File: config.mk
export PLATFORM = sky130hd
export DESIGN_NAME = kbs_status_ctrl
export DESIGN_NICKNAME = d
export VERILOG_FILES = /design/src/rtl/kbs_pkg.sv /design/src/rtl/kbs_cfg_regs.sv /design/src/rtl/kbs_err_tracker.sv /design/src/rtl/kbs_done_tracker.sv /design/src/rtl/kbs_status_ctrl.sv
export SDC_FILE = /design/constraint.sdc
export NUM_CORES = 1
export LEC_CHECK = 0
export ABC_AREA = 1
export ABC_CLOCK_PERIOD_IN_PS = 2000
export BUFFER_PORTS_ARGS = -buffer_cell sky130_fd_sc_hd__buf_2
export CAP_MARGIN = 25
export CORE_MARGIN = 1.5
export CORE_UTILIZATION = 36
export CTS_BUF_LIST = sky130_fd_sc_hd__clkbuf_16
export DETAILED_ROUTE_END_ITERATION = 12
export GPL_TIMING_DRIVEN = 0
export PLACE_DENSITY = 0.74
export SLEW_MARGIN = 5
export SYNTH_ARGS = -nofsm -noshare
export SYNTH_HDL_FRONTEND = slang
export SYNTH_HIERARCHICAL = 1
export SYNTH_SLANG_ARGS = --single-unit
File: constraint.sdc
create_clock -name clk_i -period 2 [get_ports clk_i]
set_input_delay 0.1 -clock clk_i [delete_from_list [all_inputs] [get_ports clk_i]]
set_output_delay 0.1 -clock clk_i [all_outputs]
set_load 0.03 [all_outputs]
File: src/rtl/kbs_pkg.sv
package kbs_pkg;

  localparam int unsigned WORD_W  = 32;
  localparam int unsigned VEC_MAX = 12;

  // configuration word fields
  localparam int unsigned CFG_IE_BIT    = 0;
  localparam int unsigned CFG_FORCE_BIT = 1;
  localparam int unsigned CFG_KBEN_BIT  = 2;
  localparam int unsigned CFG_BLKEN_BIT = 3;

  // status word fields
  localparam int unsigned STA_ERR_BIT  = 0;
  localparam int unsigned STA_VEC_LSB  = 16;
  localparam int unsigned STA_BLK_BIT  = 29;
  localparam int unsigned STA_KBEN_BIT = 30;
  localparam int unsigned STA_DONE_BIT = 31;

  // word select
  localparam int unsigned SEL_CFG = 0;
  localparam int unsigned SEL_STA = 1;

  typedef logic [WORD_W-1:0] word_t;

  typedef struct packed {
    logic blk_en;
    logic kb_en;
    logic irq_en;
  } cfg_t;

  function automatic word_t pack_cfg(input cfg_t c);
    word_t w;
    w = '0;
    w[CFG_IE_BIT]    = c.irq_en;
    w[CFG_KBEN_BIT]  = c.kb_en;
    w[CFG_BLKEN_BIT] = c.blk_en;
    return w;
  endfunction

  function automatic word_t pack_status(input logic done, input logic kbe,
                                        input logic blk, input logic [VEC_MAX-1:0] vec,
                                        input logic err);
    word_t w;
    w = '0;
    w[STA_ERR_BIT]                     = err;
    w[STA_VEC_LSB +: VEC_MAX]          = vec;
    w[STA_BLK_BIT]                     = blk;
    w[STA_KBEN_BIT]                    = kbe;
    w[STA_DONE_BIT]                    = done;
    return w;
  endfunction

endpackage

File: src/rtl/kbs_cfg_regs.sv
module kbs_cfg_regs
  import kbs_pkg::*;
(
  input  logic  clk_i,
  input  logic  rst_ni,
  input  logic  wr_i,
  input  word_t wdata_i,
  output cfg_t  cfg_o,
  output logic  force_o,
  output word_t cfg_rd_o
);

  cfg_t cfg_q;

  always_ff @(posedge clk_i or negedge rst_ni) begin
    if (!rst_ni) begin
      cfg_q <= '0;
    end else if (wr_i) begin
      cfg_q.irq_en <= wdata_i[CFG_IE_BIT];
      cfg_q.kb_en  <= wdata_i[CFG_KBEN_BIT];
      cfg_q.blk_en <= wdata_i[CFG_BLKEN_BIT];
    end
  end

  assign force_o  = wr_i && wdata_i[CFG_FORCE_BIT];
  assign cfg_o    = cfg_q;
  assign cfg_rd_o = pack_cfg(cfg_q);

  assert_cfg_store_R9: assert property (@(posedge clk_i) disable iff (!rst_ni)
    wr_i |=> (cfg_q.irq_en == $past(wdata_i[CFG_IE_BIT]) &&
              cfg_q.kb_en  == $past(wdata_i[CFG_KBEN_BIT]) &&
              cfg_q.blk_en == $past(wdata_i[CFG_BLKEN_BIT])));

  assert_cfg_hold_R9: assert property (@(posedge clk_i) disable iff (!rst_ni)
    !wr_i |=> $stable(cfg_q));

  assert_force_rd0_R4: assert property (@(posedge clk_i) disable iff (!rst_ni)
    cfg_rd_o[CFG_FORCE_BIT] == 1'b0);

endmodule

File: src/rtl/kbs_err_tracker.sv
module kbs_err_tracker #(
  parameter int unsigned NUM_CTX = 4
) (
  input  logic               clk_i,
  input  logic               rst_ni,
  input  logic [NUM_CTX-1:0] ctx_err_i,
  input  logic               force_i,
  input  logic               clr_i,
  output logic               err_o,
  output logic [NUM_CTX-1:0] vec_o
);

  typedef struct packed {
    logic               err;
    logic [NUM_CTX-1:0] vec;
  } est_t;

  // real fault > force > clear
  function automatic est_t step(input est_t cur, input logic [NUM_CTX-1:0] hits,
                                input logic frc, input logic clr);
    est_t nx;
    nx = cur;
    if (|hits) begin
      nx.err = 1'b1;
      nx.vec = cur.vec | hits;
    end else if (frc) begin
      nx.err = 1'b1;
      nx.vec = '0;
    end else if (clr) begin
      nx.err = 1'b0;
      nx.vec = '0;
    end
    return nx;
  endfunction

  est_t st_q, st_d;
  logic real_hit, force_take, clr_take;

  assign real_hit   = |ctx_err_i;
  assign force_take = force_i && !real_hit;
  assign clr_take   = clr_i && !real_hit && !force_i;
  assign st_d       = step(st_q, ctx_err_i, force_i, clr_i);

  always_ff @(posedge clk_i or negedge rst_ni) begin
    if (!rst_ni) st_q <= '0;
    else         st_q <= st_d;
  end

  assign err_o = st_q.err;
  assign vec_o = st_q.vec;

  assert_set_R1: assert property (@(posedge clk_i) disable iff (!rst_ni)
    real_hit |=> err_o);

  assert_sticky_R1: assert property (@(posedge clk_i) disable iff (!rst_ni)
    (err_o && !clr_i) |=> err_o);

  assert_vec_mark_R2: assert property (@(posedge clk_i) disable iff (!rst_ni)
    real_hit |=> ((vec_o & $past(ctx_err_i)) == $past(ctx_err_i)));

  assert_clear_R3: assert property (@(posedge clk_i) disable iff (!rst_ni)
    clr_take |=> (!err_o && vec_o == '0));

  assert_vec_needs_err_R3: assert property (@(posedge clk_i) disable iff (!rst_ni)
    !err_o |-> vec_o == '0);

  assert_force_R4: assert property (@(posedge clk_i) disable iff (!rst_ni)
    force_take |=> (err_o && vec_o == '0));

  assert_prio_R5: assert property (@(posedge clk_i) disable iff (!rst_ni)
    (real_hit && (clr_i || force_i)) |=> (err_o && vec_o != '0));

endmodule

File: src/rtl/kbs_done_tracker.sv
module kbs_done_tracker (
  input  logic clk_i,
  input  logic rst_ni,
  input  logic kb_en_i,
  input  logic done_i,
  output logic done_o
);

  logic done_q;

  always_ff @(posedge clk_i or negedge rst_ni) begin
    if (!rst_ni)      done_q <= 1'b0;
    else if (kb_en_i) done_q <= done_q | done_i;
    else              done_q <= 1'b0;
  end

  assign done_o = done_q && kb_en_i;

  assert_done_set_R7: assert property (@(posedge clk_i) disable iff (!rst_ni)
    (done_i && kb_en_i) |=> done_q);

  assert_done_drop_R7: assert property (@(posedge clk_i) disable iff (!rst_ni)
    !kb_en_i |=> !done_q);

endmodule

File: src/rtl/kbs_status_ctrl.sv
module kbs_status_ctrl
  import kbs_pkg::*;
#(
  parameter int unsigned NUM_CTX = 4,
  parameter int unsigned ADDR_W  = 2
) (
  input  logic               clk_i,
  input  logic               rst_ni,
  input  logic               reg_wr_i,
  input  logic [ADDR_W-1:0]  reg_addr_i,
  input  logic [31:0]        reg_wdata_i,
  output logic [31:0]        reg_rdata_o,
  input  logic [NUM_CTX-1:0] ctx_err_i,
  input  logic               unwrap_done_i,
  output logic               irq_o
);

  localparam logic [ADDR_W-1:0] ADDR_CFG = ADDR_W'(SEL_CFG);
  localparam logic [ADDR_W-1:0] ADDR_STA = ADDR_W'(SEL_STA);

  logic               cfg_wr, sta_clr, force_pulse;
  cfg_t               cfg_q;
  word_t              cfg_word, sta_word;
  logic               err_flag, done_flag;
  logic [NUM_CTX-1:0] err_vec;
  logic               irq_q;

  assign cfg_wr  = reg_wr_i && (reg_addr_i == ADDR_CFG);
  assign sta_clr = reg_wr_i && (reg_addr_i == ADDR_STA) && reg_wdata_i[STA_ERR_BIT];

  kbs_cfg_regs u_cfg (
    .clk_i    (clk_i),
    .rst_ni   (rst_ni),
    .wr_i     (cfg_wr),
    .wdata_i  (reg_wdata_i),
    .cfg_o    (cfg_q),
    .force_o  (force_pulse),
    .cfg_rd_o (cfg_word)
  );

  kbs_err_tracker #(.NUM_CTX(NUM_CTX)) u_err (
    .clk_i     (clk_i),
    .rst_ni    (rst_ni),
    .ctx_err_i (ctx_err_i),
    .force_i   (force_pulse),
    .clr_i     (sta_clr),
    .err_o     (err_flag),
    .vec_o     (err_vec)
  );

  kbs_done_tracker u_done (
    .clk_i   (clk_i),
    .rst_ni  (rst_ni),
    .kb_en_i (cfg_q.kb_en),
    .done_i  (unwrap_done_i),
    .done_o  (done_flag)
  );

  assign sta_word = pack_status(done_flag, cfg_q.kb_en, cfg_q.blk_en,
                                VEC_MAX'(err_vec), err_flag);

  always_comb begin
    unique case (reg_addr_i)
      ADDR_CFG: reg_rdata_o = cfg_word;
      ADDR_STA: reg_rdata_o = sta_word;
      default:  reg_rdata_o = '0;
    endcase
  end

  always_ff @(posedge clk_i or negedge rst_ni) begin
    if (!rst_ni) irq_q <= 1'b0;
    else         irq_q <= cfg_q.irq_en && err_flag;
  end

  assign irq_o = irq_q;

  assert_irq_lag_R6: assert property (@(posedge clk_i) disable iff (!rst_ni)
    irq_o == $past(cfg_q.irq_en && err_flag));

  assert_unmapped_R9: assert property (@(posedge clk_i) disable iff (!rst_ni)
    (reg_addr_i != ADDR_CFG && reg_addr_i != ADDR_STA) |-> reg_rdata_o == '0);

endmodule

; Word level (Yosys, flattened, before mapping)
; Cells that the tools add are included.
[word_totals]
input_bits = 42
word_cells = 24
reg_bits = 10
output_inout_bits = 33
romBits = 0
latchBits = 0
mem_count = 0
mem_bits_rw = 0
[classes]
reduce_logical = 9
n_mul = 0
eq_ne = 1
n_shift = 0
n_div = 0
bitwise = 2
magnitude_cmp = 0
n_addsub = 0
n_mux = 5
[ops]
columns = cell, count
row1 = 32-bit one-hot mux with 2 select lines, 1
row2 = 5-bit 2-to-1 mux, 3
row3 = 1-bit logical AND, 6
row4 = 4-bit bitwise OR, 1
row5 = 4-bit OR reduction, 1
row6 = 3-bit nonzero test, 1
row7 = 2-bit by 1-bit equality test with 1-bit output (second input constant), 1
row8 = 2-bit logical NOT, 1
row9 = 1-bit 2-to-1 mux, 1
row10 = 1-bit bitwise OR, 1

; Longest topological paths before layout
; Gate-level depths: netlist (run 1).
[depth]
word_depth = 6
mapped_depth = 9
ltp_nobuf = 8

; By module
; The synthesis (run 1) kept the hierarchy.
[by_module_without_submodules]
columns = mod, area_per_inst_um2, cells_per_inst, n_inst, seq_area_each_um2
row1 = kbs_status_ctrl, 407.9, 86, 1, 25.0
row2 = kbs_cfg_regs, 364.1, 48, 1, 75.1
row3 = kbs_err_tracker, 231.5, 24, 1, 125.1
row4 = kbs_done_tracker, 40.0, 5, 1, 25.0

; Least setup slack after synthesis (run 1)
; No wires, ideal clock.
[synth_timing]
kind = input-to-reg
start = input reg_addr_i[0]
end = register u_err.st_q, in the netlist u_err/vec_o[0]
cell_stages = 9
arrival_ps = 999
setup_ps = 121
slack_ps = 880
path_buffers = 1
required_ps = 1879
cell_sequence = buf_6 > nor2_8 > inv_4 > nor2_1 > nand2_1 > inv_1 > nor2_1 > nand4_1 > nand2_1
[synth_via]
elab_chain_cells = 5
word_cells_on_any_way = 9
cone_classes = eq/ne: 1 / mux: 2 / reduce/logical: 6
[synth_lines]
columns = item, line
row1 = "start, declared", kbs_status_ctrl.sv:10  ; input logic [ADDR_W-1:0] reg_addr_i,
row2 = 2-bit logical NOT (*), kbs_status_ctrl.sv:28  ; assign cfg_wr = reg_wr_i && (reg_addr_i == ADDR_CFG);
row3 = 1-bit logical AND (*), kbs_status_ctrl.sv:28
row4 = named net cfg_wr, kbs_status_ctrl.sv:21  ; logic cfg_wr, sta_clr, force_pulse;
row5 = 1-bit logical AND (*), kbs_cfg_regs.sv:25  ; assign force_o = wr_i && wdata_i[CFG_FORCE_BIT];
row6 = named net force_pulse, kbs_status_ctrl.sv:21
row7 = 5-bit 2-to-1 mux, kbs_err_tracker.sv:26  ; end else if (frc) begin
row8 = 5-bit 2-to-1 mux, kbs_err_tracker.sv:23  ; if (|hits) begin
row9 = "end signal, assigned", kbs_err_tracker.sv:46  ; else st_q <= st_d;
row10 = "end, declared", kbs_err_tracker.sv:36  ; est_t st_q, st_d;
; Mark *: on every way through the listed nets, which the timed path passes. The rest lies on a longest branch.
; A chain may end at the register's enable or synchronous reset.

; Worst setup path in the final report (run 1)
[layout_timing]
start = register u_cfg/cfg_o[1] (netlist name)
end = output reg_rdata_o[31]
[layout_via]
elab_chain_cells = 2
[layout_lines]
columns = item, line
row1 = 1-bit logical AND, kbs_done_tracker.sv:17  ; assign done_o = done_q && kb_en_i;
row2 = named net done_flag, kbs_status_ctrl.sv:24  ; logic err_flag, done_flag;
row3 = 32-bit one-hot mux with 2 select lines, kbs_status_ctrl.sv:63  ; unique case (reg_addr_i)
row4 = "end, declared", kbs_status_ctrl.sv:12  ; output logic [31:0] reg_rdata_o,
; The timed path passes the listed nets, and every way through them passes these cells.

==> results.json, run 1 <==
{
  "crit_arrival_ns": 1.09,
  "h-tree-depth": 1,
  "drtPass1Iterations": 4,
  "grt-ovfl-total": 0,
  "status": "completed",
  "antenna-diode-count": 0,
  "wl_um": 1710,
  "post_cts_resized": 0,
  "slew_viol_final": 0,
  "dpl-instance-area_um2": 1300,
  "max_freq_ghz": 0.838,
  "cts_sinks": 10,
  "grt_setup_unrepaired": "no",
  "drc": 0,
  "synthDominantCellAreaShare": 0.240,
  "ctsLongestPathBuffers": 2,
  "grt_first_pass_wirelength_um": 2960,
  "avgSynthCellArea_um2": 6.40,
  "holdWs_ns": 0.0676,
  "grt_usage": 0.117,
  "p_leak_uw": 0.000783,
  "cts_root_buf": "clkbuf_16",
  "cts_setup_buffers": 0,
  "synth_area_um2": 1040,
  "gp_congestion": 0.674,
  "start_util": 0.378,
  "ir_worst_vdd_mv": 0.651,
  "worstSetupPathType": "flop to output pin",
  "post-route-period-util": 0.597,
  "dpl.hpwl_um": 1480,
  "ys.warnings.count": 6,
  "io_buffers": 23,
  "worstSetupStartpointType": "flop",
  "synth-edff-count": 0,
  "rows": 19,
  "r2r_cells": 2,
  "path_clk_slew_ns": 0.04,
  "fin_skew_ns": 0.00214,
  "cp_max_fo": 5,
  "max-cap-violations": 0,
  "cp-end-kind": "output pin",
  "grt_pass1_vias": 717,
  "io_pins": 75,
  "die_w_um": 56.8,
  "worstSkewPairLatency_ns": 0.23,
  "synth_flop_cell": "dfrtp_1",
  "final_util": 0.503,
  "fin_setup_tns_ns": 0,
  "seq_area_frac_synth": 0.240,
  "async_reset_ff_frac": 1.00,
  "synth-seq-cells": 10,
  "tightest_slew_ns": 0.543,
  "ant_nets": 0,
  "core_um2": 2760,
  "grt_max_degree": 11,
  "synth_cells": 163,
  "area.growth.synth_to_final_pct": 33.0,
  "hold_start": "reg_wdata_i[2]",
  "cp-startpoint": "u_cfg/cfg_o[1]",
  "final_cells": 249,
  "vias_per_cell": 3.71,
  "drtIter0Drc": 12,
  "hold_viol": 0,
  "die_h_um": 56.8,
  "yosysTopAreaCell": "dfrtp_1",
  "synth_area_leaders": "dfrtp_1 24%, buf_4 23%, nand2_1 13%, inv_1 10%, nor2_1 7.9%",
  "required_ns": 1.90,
  "power_density_nw_per_um2": 614,
  "cp-endpoint": "reg_rdata_o[31]",
  "cts_buffers": 3,
  "rrSetupSlack_ns": 1.25,
  "reg2reg_from": "u_err/vec_o[1]",
  "r2r-end": "u_err/vec_o[1]",
  "hp-class": "input port to flop",
  "place_inst": 245,
  "slew-limit-headroom": 0.636,
  "synth_common_cells": "36 x nand2_1, 32 x buf_4, 29 x inv_1, 22 x nor2_1, 10 x dfrtp_1",
  "drt-wirelength-per-cell_um": 6.86,
  "yosysMostFrequentCell": "nand2_1",
  "final_area_um2": 1390,
  "finalCriticalPeriod_ns": 1.19,
  "setup_viol": 0,
  "synthDistinctLibCells": 19,
  "cts_tree": "built",
  "final_nets": 262,
  "die-area_um2": 3230,
  "vias": 923,
  "drive_above_1_share": 0.330,
  "antenna_found_initial": 0
}
[power breakdown]
group,total [uW],internal [uW],switching (uW)
Combinational,271,106,166
Sequential,239,224,14.9
Clock,342,258,83.6
[stage by stage]
step / power (uW) / setup slack [ns]
after CTS: 861 / 0.789
after global placement: 509 / 0.743
after detailed placement: 511 / 0.739
after floorplan: 457 / 0.880
final: 852 / 0.807
after global routing: 909 / 0.718
[flip-flops by register name (all words and copies together), names as in the netlist]
register       flops
u_err/err_o        1
u_err/vec_o        4
u_done/done_q      1
u_cfg/cfg_o        3
irq_o              1
[critical path, stage by stage, from the launching register on]
cell	delay, ns
dfrtp_1	0.39
nand2_1	0.09
inv_1	0.06
nand3_1	0.06
nand2_1	0.07
buf_2	0.19
[per-layer routing]
layer	track usage	vias to the layer above	part of all wire	wire length, um
met3	0.0161	5	0.052	89
met1	0.149	359	0.48	814
li1	-	529	-	-
met2	0.188	30	0.44	756
met5	0	-	0	0
met4	0.0698	0	0.028	47
[layout by cell type, fill, tap and decap left out, drive strengths merged]
cell | netlist | routed
a21oi | 1 | 1
buf | 35 | 58
clkbuf | 0 | 3
clkinv | 1 | 1
conb | 1 | 29
dfrtp | 10 | 10
dlygate4sd3 | 0 | 1
inv | 31 | 31
nand2 | 37 | 37
nand3 | 9 | 9
nand4 | 4 | 4
nor2 | 30 | 30
o21ai | 4 | 4
[logic make-up (layout without fill, tap and decap cells)]
| kind of cell | count (synthesis) | in the layout | share of synthesized area |
|---|---|---|---|
| flops | 10 | 10 | 0.240 |
| buf+inv | 67 | 94 | 0.380 |
| other cells | 1 | 29 | 0.00359 |
| compound gates | 5 | 5 | 0.0240 |
| simple gates | 80 | 80 | 0.353 |
[layout make-up]
type                            instances  area, um^2
Clock buffer                            3        75.1
Sequential cell                        10         250
Inverter                               32         123
Multi-Input combinational cell        114         502
Buffer                                 35         274
Tap cell                               31        38.8
Fill cell                             296        1370
Timing Repair Buffer                   24         125
[worst min-delay path by stage]
stage	depth (start not counted)	end	slack, ns
finish	3	u_cfg/cfg_o[1]	0.07
global route	3	u_cfg/cfg_o[2]	0.08
CTS	3	u_cfg/cfg_o[2]	0.06
detailed placement	1	u_err/vec_o[1]	-0.03
global placement	1	u_err/vec_o[3]	-0.04
floorplan	0	irq_o	-0.20
[what timing repair did]
| item | 4_1_cts | 5_1_grt |
|---|---|---|
| hold buffers | 1 | 0 |
| endpoints found under the hold margin | 10 | 0 |
| setup endpoints to repair | 0 | 0 |
Note: power is estimated with default switching activity, not from simulation.
==> run 2, diff against run 1 <==
Settings changed: ABC_AREA 1 to 0, ABC_CLOCK_PERIOD_IN_PS 2000 to 1200, PLACE_DENSITY 0.74 to 0.75.
Clock period 2 ns to 1.2 ns, I/O delays scaled along.
==> run 2 against run 1 <==
The run now ends with negative setup slack left. Clock power is 76% higher. Largest cell class unchanged. Power grew 72%. Routed wire length increased by 3.6%.
==> results.json, run 2 <==
{
  "grt_setup_unrepaired": "yes",
  "drtIter0Drc": 10,
  "max_freq_ghz": 0.823,
  "final_nets": 215,
  "synth_compound_area_frac": 0.0417,
  "cp-endpoint": "reg_rdata_o[30]",
  "synthDistinctLibCells": 17,
  "final_common_cell": "buf_4",
  "drc": 0,
  "die_w_um": 56.2,
  "vias_per_cell": 4.04,
  "slew_viol_final": 0,
  "yosysMostFrequentCell": "buf_4",
  "cp_max_fo": 4,
  "synth_top_family_by_area": "buffers and inverters",
  "worstSetupStartpointType": "flop",
  "h-tree-depth": 1,
  "reg2reg_from": "u_cfg/cfg_o[1]",
  "die_h_um": 56.2,
  "drtPass1Iterations": 4,
  "avgSynthCellArea_um2": 8.79,
  "p_leak_uw": 0.000809,
  "antenna-diode-count": 0,
  "crit_arrival_ns": 1.15,
  "synth_common_cells": "33 x buf_4, 26 x and2_1, 10 x dfrtp_1",
  "grt-ovfl-total": 0,
  "max-cap-violations": 0,
  "violations": "negative setup slack",
  "cts_buffers": 3,
  "setup_viol": 1,
  "power_density_nw_per_um2": 1060,
  "synthAdderAreaFrac": 0,
  "synth-seq-cells": 10,
  "area.growth.synth_to_final_pct": 36.0,
  "antenna_found_initial": 0,
  "synthDominantCellAreaShare": 0.245,
  "drive_above_1_share": 0.407,
  "hold_viol": 0,
  "finalCriticalPeriod_ns": 1.21,
  "synth_flop_cell": "dfrtp_1",
  "synth-edff-count": 0,
  "yosys.area_share.xor_xnor": 0,
  "muxShareOfSynthArea": 0.112,
  "rrSetupSlack_ns": 0.41,
  "synth_area_leaders": "dfrtp_1 25%, buf_4 24%, and2_1 16%, mux2i_1 7.9%, o221ai_1 3.4%",
  "cp-end-kind": "output pin",
  "die-area_um2": 3160,
  "r2r_cells": 1,
  "io_buffers": 22,
  "ant_nets": 0,
  "yosysTopAreaCell": "dfrtp_1",
  "drt-wirelength-per-cell_um": 8.71,
  "grt_max_degree": 11,
  "synth_area_um2": 1020,
  "required_ns": 1.14,
  "post-route-period-util": 1.01,
  "synthSimpleGateAreaFrac": 0.292,
  "async_reset_ff_frac": 1.00,
  "grt_first_pass_wirelength_um": 2880,
  "ys.warnings.count": 6,
  "cts_sinks": 10,
  "ctsLongestPathBuffers": 2,
  "cts_root_buf": "clkbuf_16",
  "core_um2": 2710,
  "hp-class": "input port to flop",
  "dpl-instance-area_um2": 1270,
  "grt_usage": 0.118,
  "r2r-end": "u_cfg/cfg_o[1]",
  "holdWs_ns": 0.0408,
  "path_clk_slew_ns": 0.04,
  "largest_reg_flops": 4,
  "io_pins": 75,
  "layout_common_cells": "36 x buf_4, 29 x conb_1, 26 x and2_1",
  "wl_um": 1770,
  "vias": 821,
  "worstSkewPairLatency_ns": 0.24,
  "finalWorstSetupSlack_ns": -0.0145,
  "final_area_um2": 1390,
  "gp_congestion": 0.733,
  "dpl.hpwl_um": 1430,
  "worstSetupPathType": "flop to output pin",
  "fin_skew_ns": 0.000136,
  "rows": 19,
  "fin_setup_tns_ns": -0.0145,
  "cp-startpoint": "u_cfg/cfg_o[1]",
  "seq_area_frac_synth": 0.245,
  "cts_tree": "built",
  "grt_pass1_vias": 694,
  "ir_worst_vdd_mv": 0.882,
  "status": "finished with violations",
  "synth_cells": 116,
  "start_util": 0.376
}
[run 2: changes by cell type after synthesis, sizes merged, moves of 8 or more]
cell	previous run	this run
nor2	30	9
nand3	9	0
nand2	37	0
and2	0	28
mux2i	0	8
inv	31	8
[run 2: worst min-delay path by stage]
stage	startpoint	end	slack (ns)	depth (start not counted)
2_1_floorplan	rst_ni	irq_o	-0.24	0
3_3_place_gp	rst_ni	u_cfg/cfg_o[0]	-0.07	1
3_5_place_dp	rst_ni	u_cfg/cfg_o[0]	-0.07	1
4_1_cts	unwrap_done_i	u_done/done_q	0.04	2
5_1_grt	unwrap_done_i	u_done/done_q	0.06	2
6_report	unwrap_done_i	u_done/done_q	0.04	2
[run 2: cells by family (layout without fill, tap and decap cells)]
family / Yosys count / after routing
other: 1 / 29
and+or+nand+nor: 45 / 45
muxes: 11 / 11
AOI/OAI and AO/OA: 5 / 5
DFF: 10 / 10
buffers and inverters: 44 / 72
[run 2: worst max-delay path, stage by stage (launching register included)]
cell	delay (ns)
dfrtp_1	0.41
buf_6	0.13
mux2i_2	0.15
nor2_1	0.06
buf_4	0.16
[run 2: cell type report]
type,instances,area (um^2)
inverter,8,30.0
buffer,36,282
sequential,10,250
multi-input combinational,90,568
clock inverter,1,3.75
tap,31,38.8
timing repair buffer,24,139
clock buffer,3,75.1
fill,257,1320
[run 2: what timing repair did]
item / in CTS / in global routing
resized for setup: 2 / 6
hold endpoints to repair: 10 / 0
buffers inserted: 1 / 0
endpoints found under the setup margin: 1 / 3
hold buffers: 1 / 0
pin swaps: 0 / 0
[run 2: power breakdown]
group	total (uW)	leakage (uW)	internal, uW	switching [uW]
registers	393	0.000104	371	21.9
logic	469	0.000666	221	248
clock network	601	0.0000385	437	164
[run 2: metrics by stage]
step / total power, uW / instances / util / setup WS [ns]
global route: 1530 / 203 / 0.512 / -0.0458
floorplan: 751 / 144 / - / 0.175
global placement: 827 / 197 / 0.470 / 0.115
CTS: 1460 / 203 / 0.507 / 0.00857
finish: 1460 / 203 / 0.512 / -0.0145
detailed placement: 836 / 197 / 0.470 / 0.0942
[run 2: layer usage]
metal	part of all wire	up-vias	track usage	wire length [um]
met5	0	-	0	0
met4	0.028	0	0.0918	49
met3	0.070	4	0.0116	123
met2	0.54	33	0.217	951
met1	0.36	363	0.121	645
li1	-	421	-	-
==> run 3, diff against run 2 <==
Settings changed: CORE_UTILIZATION 36 to 32, PLACE_DENSITY 0.75 to 0.8, SYNTH_HIERARCHICAL 1 to default.
==> run 3 against run 2 <==
The flow now finishes without violations. Synthesized cell count decreased by 41%. Largest cell class unchanged. Synthesized area is 37% lower. Core utilization fell by 0.83 points. Routed wire length down 32%. Clock skew grew 0.0017 ns. First-iteration DRC count fell by 90%. Count of clock-buffer cells in the layout did not move. Critical endpoint is now reg_rdata_o[0]. Power down 11%. Largest power group unchanged. Non-clock buffer count decreased by 13. Hold slack got worse by 0.0098 ns. Register-to-register slack about the same. Clock power fell by 3%.
==> results.json, run 3 <==
{
  "async_reset_ff_frac": 1.00,
  "final_nets": 161,
  "crit_arrival_ns": 1.00,
  "gp_congestion": 0.783,
  "rows": 16,
  "seq_area_frac_synth": 0.388,
  "antenna_found_initial": 0,
  "ant_nets": 0,
  "vias_per_cell": 3.68,
  "grt-ovfl-total": 0,
  "worstSkewPairLatency_ns": 0.23,
  "grt_max_degree": 11,
  "cts_hold_buf": 1,
  "synth_cells": 68,
  "vias": 533,
  "pre_cts_slack_ns": 0.156,
  "final_cells": 145,
  "cp-end-kind": "output pin",
  "ir_worst_vdd_mv": 0.823,
  "cp_max_fo": 4,
  "drtIter0Drc": 1,
  "area.growth.synth_to_final_pct": 49.8,
  "grt_setup_unrepaired": "no",
  "synth_compound_area_frac": 0.0407,
  "p_int_uw": 935,
  "layout_common_cells": "24 x buf_2, 22 x buf_4, 22 x conb_1",
  "power_density_nw_per_um2": 1350,
  "max-cap-violations": 0,
  "synth-seq-cells": 10,
  "h-tree-depth": 1,
  "cts_buffers": 3,
  "p_clk_frac": 0.444,
  "cts_sinks": 10,
  "io_buffers": 24,
  "finalWorstSetupSlack_ns": 0.137,
  "core_um2": 1920,
  "io_pins": 75,
  "hp-class": "input port to flop",
  "synthAdderAreaFrac": 0,
  "synthDominantCellAreaShare": 0.388,
  "seqPwrFrac": 0.298,
  "worstSetupPathType": "flop to output pin",
  "p_sw_uw": 373,
  "slew_viol_final": 0,
  "cts_setup_buffers": 0,
  "place_inst": 140,
  "synthDistinctLibCells": 19,
  "drtPass1Iterations": 2,
  "synth_area_leaders": "dfrtp_1 39%, buf_4 26%, and2_1 8.7%, nor2_1 5.8%, mux2_2 5.2%",
  "path_clk_slew_ns": 0.04,
  "finalPower_uw": 1310,
  "antenna-diode-count": 0,
  "largest_reg_flops": 4,
  "p_sw_frac": 0.285,
  "start_util": 0.336,
  "post_cts_resized": 0,
  "grt_pass1_vias": 412,
  "post-route-period-util": 0.886,
  "ctsLongestPathBuffers": 2,
  "yosys.area_share.xor_xnor": 0,
  "fin_setup_tns_ns": 0,
  "ys.warnings.count": 0,
  "required_ns": 1.14,
  "die_h_um": 47.9,
  "muxShareOfSynthArea": 0.0911,
  "wl_um": 1210,
  "synth_flop_cell": "dfrtp_1",
  "status": "completed",
  "finalCriticalPeriod_ns": 1.06,
  "drc": 0,
  "hold_viol": 0,
  "worstSetupStartpointType": "flop",
  "cts_tree": "built",
  "p_leak_uw": 0.000541,
  "avgSynthCellArea_um2": 9.49,
  "drt-wirelength-per-cell_um": 8.31,
  "die-area_um2": 2300,
  "grt_first_pass_wirelength_um": 1650,
  "setup_viol": 0,
  "yosysMostFrequentCell": "buf_4",
  "synth_common_cells": "22 x buf_4, 10 x dfrtp_1, 10 x nor2_1, 9 x and2_1, 3 x mux2_2",
  "pwr-share-comb": 0.257,
  "synth_area_um2": 646,
  "max_freq_ghz": 0.941,
  "final_common_cell": "buf_2",
  "drive_above_1_share": 0.466,
  "die_w_um": 47.9,
  "yosysTopAreaCell": "dfrtp_1",
  "cts_root_buf": "clkbuf_16",
  "fin_skew_ns": 0.00188,
  "synth_top_family_by_area": "buffers and inverters",
  "synth-edff-count": 0,
  "synthSimpleGateAreaFrac": 0.213,
  "grt_usage": 0.109
}
run 3: layout make-up:
cell class,count,area [um^2]
repair buffers,25,130
plain buffers,22,165
inverters,1,3.75
flip-flops and latches,10,250
clock inverters,1,3.75
multi-input cells,56,305
fillers,194,955
well taps,27,33.8
clock buffers,3,75.1
run 3: power by group through the flow:
stage	Combinational (uW)	Clock, uW	Sequential (uW)
2_1_floorplan	251	0	405
3_3_place_gp	329	0	395
5_1_grt	364	624	394
4_1_cts	336	598	391
6_report	337	581	390
3_5_place_dp	333	0	395
run 3: per-layer routing:
metal	share of wire	GRT usage	vias to the layer above
li1	-	-	276
met1	0.40	0.115	229
met2	0.50	0.181	28
met3	0.10	0.0566	0
met4	0	0.0486	0
met5	0	0	-
run 3: path summary, 6_finish.rpt:
check | slack (ns) | start | end | cells after the start
setup reg to reg | 0.41 | u_err.err_o | u_err.err_o | 2
hold / removal | 0.03 | unwrap_done_i | u_done.done_q | 2
setup / recovery | 0.14 | u_err.err_o | reg_rdata_o[0] | 3
hold reg to reg | 0.47 | u_err.vec_o[1] | u_err.vec_o[1] | 2
min in group asynchronous | 0.23 | rst_ni | u_err.vec_o[0] | 2
max in group asynchronous | 0.78 | rst_ni | u_cfg.cfg_o[0] | 2
run 3: worst max-delay path, stage by stage, from the launching register on:
cell	delay, ns
dfrtp_1	0.40
mux2i_1	0.15
nor2_1	0.05
buf_2	0.17
run 3: stage by stage:
| step | utilization | hold slack, ns | instance area (um^2) |
|---|---|---|---|
| after floorplan | - | -0.236 | 724 |
| after detailed placement | 0.457 | -0.0685 | 878 |
| after CTS | 0.503 | 0.0286 | 967 |
| final | 0.503 | 0.0310 | 967 |
| after global placement | 0.457 | -0.0736 | 878 |
| after global routing | 0.503 | 0.0322 | 967 |
run 3: kinds of logic (layout without fill, tap and decap cells):
group                  count (synthesis)  in the layout
multiplexers                           5              5
AO/OA/AOI/OAI                          4              4
AND/OR/NAND/NOR                       25             25
buffers and inverters                 23             52
other                                  1             22
flip-flops                            10             10
